[src/rtl/fhi_pkg.sv]
`timescale 1ns/1ps
package fhi_pkg;
  typedef enum logic [2:0] {
    FHI_STANDBY = 3'd0,
    FHI_RD_HIZ  = 3'd1,
    FHI_READ    = 3'd2,
    FHI_WRITE   = 3'd3,
    FHI_SLEEP   = 3'd4,
    FHI_CONTEND = 3'd5
  } fhi_state_e;
endpackage

[src/rtl/fhi_rst_sync.sv]
`timescale 1ns/1ps
module fhi_rst_sync (
  input  logic clk,
  input  logic rst_n,
  output logic rst_sync_n
);
  logic [1:0] sync_q;

  always_ff @(posedge clk or negedge rst_n) begin
    if (!rst_n) sync_q <= 2'b00;
    else        sync_q <= {sync_q[0], 1'b1};
  end

  assign rst_sync_n = sync_q[1];
endmodule

[src/rtl/fhi_edge_mon.sv]
`timescale 1ns/1ps
module fhi_edge_mon #(
  parameter int HI_W = 4
) (
  input  logic            clk,
  input  logic            rst_n,
  input  logic            ce_n,
  input  logic            oe_n,
  input  logic            we_n,
  input  logic [HI_W-1:0] addr_hi,
  output logic            oe_n_q,
  output logic            ce_fall,
  output logic            oe_fall,
  output logic            access_start
);
  logic            ce_n_q;
  logic            we_n_q;
  logic [HI_W-1:0] addr_q;
  logic            we_rise;
  logic            hi_chg;

  // previous-sample registers, always enabled
  always_ff @(posedge clk or negedge rst_n) begin
    if (!rst_n) begin
      ce_n_q <= 1'b1;
      oe_n_q <= 1'b1;
      we_n_q <= 1'b1;
      addr_q <= '0;
    end else begin
      ce_n_q <= ce_n;
      oe_n_q <= oe_n;
      we_n_q <= we_n;
      addr_q <= addr_hi;
    end
  end

  always_comb begin
    ce_fall      = ce_n_q & ~ce_n;
    oe_fall      = oe_n_q & ~oe_n;
    we_rise      = ~we_n_q & we_n;
    hi_chg       = (addr_q != addr_hi);
    access_start = ~ce_n & ((ce_fall & we_n) | (hi_chg & we_n) | we_rise);
  end
endmodule

[src/rtl/fhi_sat_timer.sv]
`timescale 1ns/1ps
module fhi_sat_timer #(
  parameter int CNT_W = 4,
  parameter int LIMIT = 9
) (
  input  logic             clk,
  input  logic             rst_n,
  input  logic             clr,
  output logic [CNT_W-1:0] cnt_nxt,
  output logic [CNT_W-1:0] cnt_q
);
  localparam logic [CNT_W-1:0] LIM_V = CNT_W'(LIMIT);

  logic at_lim;

  always_comb begin
    at_lim = (cnt_q == LIM_V);
    if (clr)         cnt_nxt = '0;
    else if (at_lim) cnt_nxt = cnt_q;
    else             cnt_nxt = cnt_q + 1'b1;
  end

  always_ff @(posedge clk or negedge rst_n) begin
    if (!rst_n) cnt_q <= '0;
    else        cnt_q <= cnt_nxt;
  end
endmodule

[src/rtl/fhi_fsm.sv]
`timescale 1ns/1ps
module fhi_fsm
  import fhi_pkg::*;
(
  input  logic       clk,
  input  logic       rst_n,
  input  logic       ce_n,
  input  logic       oe_n,
  input  logic       we_n,
  input  logic       access_start,
  input  logic       sleep_due,
  output fhi_state_e state_q,
  output fhi_state_e state_nxt
);
  fhi_state_e read_kind;

  always_comb begin
    read_kind = oe_n ? FHI_RD_HIZ : FHI_READ;
    if (ce_n) begin
      state_nxt = FHI_STANDBY;
    end else if (!oe_n && !we_n) begin
      state_nxt = FHI_CONTEND;
    end else if (!we_n) begin
      state_nxt = FHI_WRITE;
    end else if (access_start) begin
      state_nxt = read_kind;
    end else begin
      case (state_q)
        FHI_STANDBY, FHI_WRITE, FHI_CONTEND: state_nxt = read_kind;
        FHI_SLEEP:                           state_nxt = FHI_SLEEP;
        default: state_nxt = sleep_due ? FHI_SLEEP : read_kind;
      endcase
    end
  end

  always_ff @(posedge clk or negedge rst_n) begin
    if (!rst_n) state_q <= FHI_STANDBY;
    else        state_q <= state_nxt;
  end
endmodule

[src/rtl/fhi_datapath.sv]
`timescale 1ns/1ps
module fhi_datapath
  import fhi_pkg::*;
#(
  parameter int DATA_W = 16
) (
  input  logic              clk,
  input  logic              rst_n,
  input  fhi_state_e        state_q,
  input  fhi_state_e        state_nxt,
  input  logic              oe_n_q,
  input  logic              timers_done,
  input  logic [DATA_W-1:0] array_data,
  output logic [DATA_W-1:0] dq_out,
  output logic              dq_oe,
  output logic              data_valid,
  output logic              contention_err,
  output logic              if_idle
);
  logic [DATA_W-1:0] data_q;
  logic [DATA_W-1:0] data_d;
  logic              cap_en;

  // capture only while an active read is next; sleep and others hold
  always_comb begin
    cap_en = (state_nxt == FHI_READ) || (state_nxt == FHI_RD_HIZ);
    data_d = cap_en ? array_data : data_q;
  end

  always_ff @(posedge clk or negedge rst_n) begin
    if (!rst_n) data_q <= '0;
    else        data_q <= data_d;
  end

  always_comb begin
    dq_out         = data_q;
    dq_oe          = (state_q == FHI_READ) || ((state_q == FHI_SLEEP) && !oe_n_q);
    data_valid     = dq_oe && timers_done;
    contention_err = (state_q == FHI_CONTEND);
    if_idle        = (state_q == FHI_STANDBY) || (state_q == FHI_SLEEP);
  end
endmodule

[src/rtl/flash_host_if.sv]
`timescale 1ns/1ps
module flash_host_if
  import fhi_pkg::*;
#(
  parameter int ADDR_W    = 8,
  parameter int PAGE_BITS = 4,
  parameter int DATA_W    = 16,
  parameter int T_ACC     = 6,
  parameter int T_CE      = 5,
  parameter int T_OE      = 2,
  parameter int T_MARGIN  = 3
) (
  input  logic                        clk,
  input  logic                        rst_n,
  input  logic                        ce_n,
  input  logic                        oe_n,
  input  logic                        we_n,
  input  logic [ADDR_W-PAGE_BITS-1:0] addr_hi,
  input  logic [DATA_W-1:0]           array_data,
  input  logic                        eac_busy,
  input  logic                        eac_ready_n,
  output logic [DATA_W-1:0]           dq_out,
  output logic                        dq_oe,
  output logic                        data_valid,
  output logic                        ready_busy_n,
  output logic                        contention_err,
  output logic                        if_idle,
  output logic                        low_power,
  output logic [2:0]                  state_o
);
  localparam int HI_W   = ADDR_W - PAGE_BITS;
  localparam int SAT    = T_ACC + T_MARGIN;
  localparam int MAX_A  = (SAT > T_CE) ? SAT : T_CE;
  localparam int MAX_L  = (MAX_A > T_OE) ? MAX_A : T_OE;
  localparam int CNT_W  = $clog2(MAX_L + 1);
  localparam int N_TMR  = 3;
  localparam int TI_ADR = 0;
  localparam int TI_CE  = 1;
  localparam int TI_OE  = 2;

  function automatic int tmr_limit(input int idx);
    case (idx)
      TI_ADR:  return SAT;
      TI_CE:   return T_CE;
      default: return T_OE;
    endcase
  endfunction

  logic             rst_sync_n;
  logic             oe_n_q;
  logic             ce_fall;
  logic             oe_fall;
  logic             access_start;
  logic [N_TMR-1:0] tmr_clr;
  logic [CNT_W-1:0] tmr_q   [N_TMR];
  logic [CNT_W-1:0] tmr_nxt [N_TMR];
  logic             sleep_due;
  logic             timers_done;
  fhi_state_e       state_q;
  fhi_state_e       state_nxt;

  fhi_rst_sync u_rst_sync (
    .clk        (clk),
    .rst_n      (rst_n),
    .rst_sync_n (rst_sync_n)
  );

  fhi_edge_mon #(.HI_W(HI_W)) u_edge_mon (
    .clk          (clk),
    .rst_n        (rst_sync_n),
    .ce_n         (ce_n),
    .oe_n         (oe_n),
    .we_n         (we_n),
    .addr_hi      (addr_hi),
    .oe_n_q       (oe_n_q),
    .ce_fall      (ce_fall),
    .oe_fall      (oe_fall),
    .access_start (access_start)
  );

  assign tmr_clr[TI_ADR] = access_start;
  assign tmr_clr[TI_CE]  = ce_fall;
  assign tmr_clr[TI_OE]  = oe_fall;

  for (genvar g = 0; g < N_TMR; g++) begin : g_tmr
    fhi_sat_timer #(.CNT_W(CNT_W), .LIMIT(tmr_limit(g))) u_tmr (
      .clk     (clk),
      .rst_n   (rst_sync_n),
      .clr     (tmr_clr[g]),
      .cnt_nxt (tmr_nxt[g]),
      .cnt_q   (tmr_q[g])
    );
  end

  always_comb begin
    sleep_due   = (tmr_nxt[TI_ADR] == CNT_W'(SAT));
    timers_done = (tmr_q[TI_ADR] >= CNT_W'(T_ACC)) &&
                  (tmr_q[TI_CE]  >= CNT_W'(T_CE))  &&
                  (tmr_q[TI_OE]  >= CNT_W'(T_OE));
  end

  fhi_fsm u_fsm (
    .clk          (clk),
    .rst_n        (rst_sync_n),
    .ce_n         (ce_n),
    .oe_n         (oe_n),
    .we_n         (we_n),
    .access_start (access_start),
    .sleep_due    (sleep_due),
    .state_q      (state_q),
    .state_nxt    (state_nxt)
  );

  fhi_datapath #(.DATA_W(DATA_W)) u_datapath (
    .clk            (clk),
    .rst_n          (rst_sync_n),
    .state_q        (state_q),
    .state_nxt      (state_nxt),
    .oe_n_q         (oe_n_q),
    .timers_done    (timers_done),
    .array_data     (array_data),
    .dq_out         (dq_out),
    .dq_oe          (dq_oe),
    .data_valid     (data_valid),
    .contention_err (contention_err),
    .if_idle        (if_idle)
  );

  always_comb begin
    ready_busy_n = eac_ready_n;
    low_power    = if_idle & ~eac_busy;
    state_o      = state_q;
  end
endmodule

[config.mk]
export PLATFORM = sky130hd
export DESIGN_NAME = flash_host_if
export DESIGN_NICKNAME = d
export VERILOG_FILES = /design/src/rtl/fhi_pkg.sv /design/src/rtl/fhi_rst_sync.sv /design/src/rtl/fhi_edge_mon.sv /design/src/rtl/fhi_sat_timer.sv /design/src/rtl/fhi_fsm.sv /design/src/rtl/fhi_datapath.sv /design/src/rtl/flash_host_if.sv
export SDC_FILE = /design/constraint.sdc
export NUM_CORES = 1
export LEC_CHECK = 0
export ABC_AREA = 1
export CAP_MARGIN = 40
export CORE_UTILIZATION = 65
export DETAILED_ROUTE_END_ITERATION = 12
export DONT_BUFFER_PORTS = 1
export PLACE_DENSITY = 0.9
export SYNTH_ARGS = -nofsm -noshare
export SYNTH_HDL_FRONTEND = slang
export SYNTH_SLANG_ARGS = --single-unit
[constraint.sdc]
create_clock -name clk -period 3.28 [get_ports clk]
set_input_delay 0.328 -clock clk [delete_from_list [all_inputs] [get_ports clk]]
set_output_delay 0.328 -clock clk [all_outputs]
set_load 0.01 [all_outputs]
* Yosys cells after proc, flatten, opt, wreduce, memory -nomap -nowiden
Index checks and enable logic that the tools add are counted.
** Cells by class
- Add/sub/neg operators :: 3
- Multipliers :: 0
- Div/mod/pow operators :: 0
- $lt $le $gt $ge :: 3
- Eq/ne operators :: 13
- Shift-type cells :: 0
- Muxes and demuxes :: 13
- Bitwise logic cells :: 13
- Reduce and logical (&&, ||, !) cells :: 13
** Operator list (count)
- $mux 4 :: 6
- $mux 3 :: 5
- $add 4x1->4 const B :: 3
- $eq 3x2->1 const B :: 3
- $eq 4x4->1 const B :: 2
- $ge 4x3->1 const B :: 2
- $and 1x1->1 :: 7
- $eq 3x3->1 const B :: 2
- $pmux 3 s2 :: 1
- $logic_and 1x1->1 :: 5
- $eq 4x2->1 const B :: 1
- $eq 4x3->1 const B :: 1
- $ge 4x2->1 const B :: 1
- $ne 4x4->1 :: 1
- $not 1->1 :: 4
- $eq 3x1->1 const B :: 1
- $logic_not 1->1 :: 3
- $logic_not 3->1 :: 1
- $logic_or 1x1->1 :: 3
- $reduce_or 3->1 :: 1
- $mux 2 :: 1
- $ne 2x1->1 const B :: 1
- $ne 2x2->1 const B :: 1
- $or 1x1->1 :: 2
** Storage, ports and cells
- Register bits after elaboration :: 40
- Bits in latches :: 0
- Bits in writable memories :: 0
- Bits in read-only memories :: 0
- Bits of input ports :: 27
- Output and inout bits :: 25
- Logic and storage cells :: 68
- Memories :: 0

* Depth between registers and ports, before layout
- Word-level depth :: 16
- Mapped depth :: 14
- Depth with buffers taken out :: 13

* Cells and area by module
A second synthesis with hierarchy kept.
** Second synthesis, totals
- Cells, all modules :: 244
- Area, all modules :: 2001.9 um^2
** Modules (own cells, without submodules)
- fhi_datapath :: instances 1, cells each 84, area an instance 737.0 um^2, seq. area each 400.4 um^2
- fhi_edge_mon :: instances 1, cells each 37, area an instance 296.5 um^2, seq. area each 178.9 um^2
- fhi_sat_timer at g_tmr[0].u_tmr :: instances 1, cells each 29, area an instance 237.7 um^2, seq. area each 100.1 um^2
- fhi_sat_timer at g_tmr[1].u_tmr :: instances 1, cells each 26, area an instance 220.2 um^2, seq. area each 100.1 um^2
- fhi_sat_timer at g_tmr[2].u_tmr :: instances 1, cells each 23, area an instance 202.7 um^2, seq. area each 100.1 um^2
- fhi_fsm :: instances 1, cells each 25, area an instance 185.2 um^2, seq. area each 75.1 um^2
- flash_host_if :: instances 1, cells each 17, area an instance 68.8 um^2, seq. area each 0.0 um^2
- fhi_rst_sync :: instances 1, cells each 3, area an instance 53.8 um^2, seq. area each 50.0 um^2

* Worst setup path after synthesis
OpenSTA, ideal clock, no wires.
- Kind :: register to output
- From :: reg u_fsm.state_q[1]
- To :: out data_valid
- Arrival :: 1433 ps
- Data required time :: 2952 ps
- Slack :: 1519 ps
- Stages on the path, launching flop included :: 6
- Path buffers :: 0
- Path through :: dfrtp_1 nor2_1 nand2_1 o22ai_1 o21ai_0 nor3_1
** On the way
- Cells in the longest elaborated chain, start to end :: 4
- Elaborated cells on any way between the ends :: 5
- Classes of those cells :: 2 x eq/ne; 3 x reduce/logical
** RTL lines
- start, declared :: RTL line fhi_fsm.sv:12 : output fhi_state_e state_q,
- start signal, assigned :: RTL line fhi_fsm.sv:38 : else state_q <= state_nxt;
- $eq 3x3->1 :: RTL line fhi_datapath.sv:37 : dq_oe = (state_q == FHI_READ) || ((state_q == FHI_SLEEP) && !oe_n_q);
- $logic_and 1x1->1 :: RTL line fhi_datapath.sv:37
- $logic_or 1x1->1 (*) :: RTL line fhi_datapath.sv:37
- via dq_oe :: RTL line flash_host_if.sv:23 : output logic dq_oe,
- $logic_and 1x1->1 (*) :: RTL line fhi_datapath.sv:38 : data_valid = dq_oe && timers_done;
- end, declared :: RTL line flash_host_if.sv:24 : output logic data_valid,
Mark *: on every way through the listed nets, which the timed path passes. The rest lies on a longest branch.

* Worst setup path after layout
Ends and elaborated chain as after synthesis.

==> results.json <==
{
  "antenna_left": 0,
  "skew_ns": 0.0114,
  "cts_tree": "yes",
  "drt_iter0_drc": 42,
  "crit_family": "simple AND/OR/NAND/NOR gates",
  "cp-start-kind": "flop",
  "totalWireLength_um": 3440,
  "synth_seq_cells": 40,
  "hold_viol_final": 0,
  "die-area_sq_um": 3190,
  "gr-usage-met1": 0.281,
  "drive_gt1_frac": 0.148,
  "start_util": 0.693,
  "netlist_area_sq_um": 1930,
  "yosys.area.top_type_share": 0.481,
  "cts_setup_buffers": 0,
  "fmax_mhz": 430,
  "num_rows": 19,
  "die_w_um": 56.4,
  "track_usage": 0.240,
  "h-tree-depth": 2,
  "syn_area_per_cell_sq_um": 8.88,
  "firstDrtPassIters": 4,
  "wire_per_inst_um": 13.2,
  "regArea_sq_um": 1000,
  "setup-violations-final": 0,
  "die_h_um": 56.4,
  "use_met3": 0.0806,
  "worstPathArrival_ns": 2.00,
  "busiest_layer": "met2",
  "slowest_delay_ns": 0.45,
  "async_flop_share": 1.00,
  "period_share": 0.709,
  "multi_input_area_sq_um": 788,
  "fill_cells": 203,
  "fin_tns_setup_ns": 0,
  "ir_drop_v": 0.000642,
  "synth_top_area_cell": "dfrtp_1",
  "slew_viol_final": 0,
  "syn_nets": 252,
  "status": "finished, final reports clean",
  "synthCells": 217,
  "yosysWarnings": 0,
  "drc": 0,
  "final_area_sq_um": 2070,
  "synth.top_cells.by_count": "nand2_1 (52), dfrtp_1 (37), nand3_1 (26)",
  "grt_pass1_wl_um": 5730,
  "leakagePower_nw": 1.08,
  "synth_flop_cell": "dfrtp_1",
  "grt_pass1_vias": 1374,
  "hpwl_um": 2450,
  "max_cap_violations": 0,
  "grtUsageMet2": 0.397,
  "cp.required_ns": 2.95,
  "clock_insertion_delay_worst_skew_ns": 0.35,
  "root_buffer": "clkbuf_4",
  "avgViaCountPerCell": 5.49,
  "num_vias": 1432,
  "n_antenna_cell": 0,
  "area_delta_synth_final_pct": 7.47,
  "grt_max_degree": 28,
  "cts_sinks": 40,
  "seq_area_frac_synth": 0.521,
  "worst_hold_slack_ns": 0.0352,
  "io_pins": 52,
  "critical_path_buf_inv_count": 0,
  "critPathKind": "reg -> out",
  "gp_congestion": 0.804,
  "cts-buffers-inserted": 5,
  "cp_cell_sequence": "nor2_1, nand2_1, o22ai_1, o21ai_0, nor3_1",
  "finalCriticalPeriod_ns": 2.33,
  "port_buffers": 0,
  "rsz0062_at_grt": "no",
  "core_area_sq_um": 2780,
  "worstPathMaxFanout": 4,
  "grt_overflow": 0,
  "clock_path_buffers": 2,
  "dpl-instance-area_sq_um": 1940,
  "synth_edf_count": 0,
  "finalNetCount": 264,
  "hold_class": "in -> reg",
  "synth.top_cells.by_area": "dfrtp_1 (48%), nand2_1 (10%), nand3_1 (6.8%), ha_1 (5.2%), inv_1 (4.3%)",
  "cts.clk_slew.worst_paths_ns": 0.11,
  "synth_most_common_cell": "nand2_1",
  "cp_slowest_cell": "dfrtp_1",
  "synth_cell_types": 28,
  "end_kind": "output port",
  "p_per_area_nw_per_um2": 673,
  "antenna_found_initial": 0
}
==> worst paths after layout <==
path | from | end | slack [ns] | depth (start not counted)
setup / recovery | u_fsm.state_q[1] | data_valid | 0.95 | 5
hold / removal | ce_n | u_fsm.state_q[2] | 0.04 | 1
setup reg to reg | g_tmr[0].u_tmr.cnt_q[1] | u_datapath.dq_out[9] | 1.32 | 11
hold reg to reg | u_rst_sync.sync_q[1] | u_datapath.dq_out[4] | 0.18 | 0
max in group asynchronous | u_rst_sync.sync_q[1] | u_edge_mon.oe_n_q | 2.35 | 1
min in group asynchronous | u_rst_sync.sync_q[1] | u_datapath.dq_out[4] | 0.18 | 0
==> layout make-up <==
| type | count | area share |
|---|---|---|
| tap | 31 | 0.0187 |
| inverter | 26 | 0.0471 |
| clock buffer | 6 | 0.0199 |
| clock inverter | 2 | 0.00604 |
| sequential | 40 | 0.485 |
| multi-input combinational | 147 | 0.381 |
| timing repair buffer | 9 | 0.0423 |
==> placed cells by master (no fill, tap or decap), drive strengths merged, types with 2 or more instances in the layout <==
| cell type | count |
|---|---|
| nand2 | 68 |
| dfrtp | 37 |
| nand3 | 26 |
| inv | 26 |
| nor2 | 17 |
| ha | 8 |
| dlygate4sd3 | 8 |
| o21ai | 8 |
| a21oi | 7 |
| clkbuf | 6 |
| xor2 | 3 |
| dfstp | 3 |
| xnor2 | 2 |
| nor3 | 2 |
==> per-stage QoR <==
step                      power, W  cells   util  worst slack (ns)
final                      0.00139    261  0.744             0.954
after global placement     0.00114    245  0.696              1.34
after detailed placement   0.00116    245  0.696              1.32
after CTS                  0.00140    261  0.744             0.927
after floorplan            0.00107    217      -              1.52
after global routing       0.00152    261  0.744             0.752
==> worst reg2reg max path: stages (launching register included) <==
cell and delay (ns):
dfrtp_1 0.45, inv_1 0.07, ha_1 0.19, nand3_1 0.13, xor2_1 0.22, inv_1 0.06
nand3_1 0.09, nand2_2 0.08, nand2_4 0.19, nand2_4 0.20, nand2_1 0.11, nand2_1 0.06
==> cell families (layout without fill, tap and decap cells) <==
| kind of cell | after synthesis | in the layout | synth area share |
|---|---|---|---|
| DFF | 40 | 40 | 0.521 |
| xor gates and xnor gates | 5 | 5 | 0.0227 |
| and+or+nand+nor | 115 | 115 | 0.282 |
| other | 1 | 1 | 0.00195 |
| buffers and inverters | 30 | 43 | 0.0695 |
| adders and majority gates | 8 | 8 | 0.0520 |
| AOI/OAI and AO/OA | 18 | 18 | 0.0500 |
==> power breakdown <==
part           switching [W]  internal [W]  leakage, nW  total, W
Combinational       0.000227      0.000164        0.556  0.000391
Clock               0.000156     0.0000827       0.0282  0.000239
Sequential          0.000149      0.000615        0.492  0.000764
==> sequential cells by signal, summed over array words and instances, names as in the netlist <==
signal             count
u_edge_mon.oe_n_q      1
g_tmr.u_tmr.cnt_q     12
u_fsm.state_q          3
u_edge_mon.we_n_q      1
u_edge_mon.addr_q      4
u_datapath.dq_out     16
u_rst_sync.sync_q      2
u_edge_mon.ce_n_q      1
==> what timing repair did <==
action	in CTS	in global routing
hold endpoints to repair	9	0
hold buffers	8	0
resized for setup	0	0
==> per-layer routing <==
metal | wire length, um | share of wire
met5 | 0 | 0
met4 | 64 | 0.019
met3 | 232 | 0.068
met2 | 1650 | 0.48
met1 | 1490 | 0.43
(Power assumes the default switching activity.)
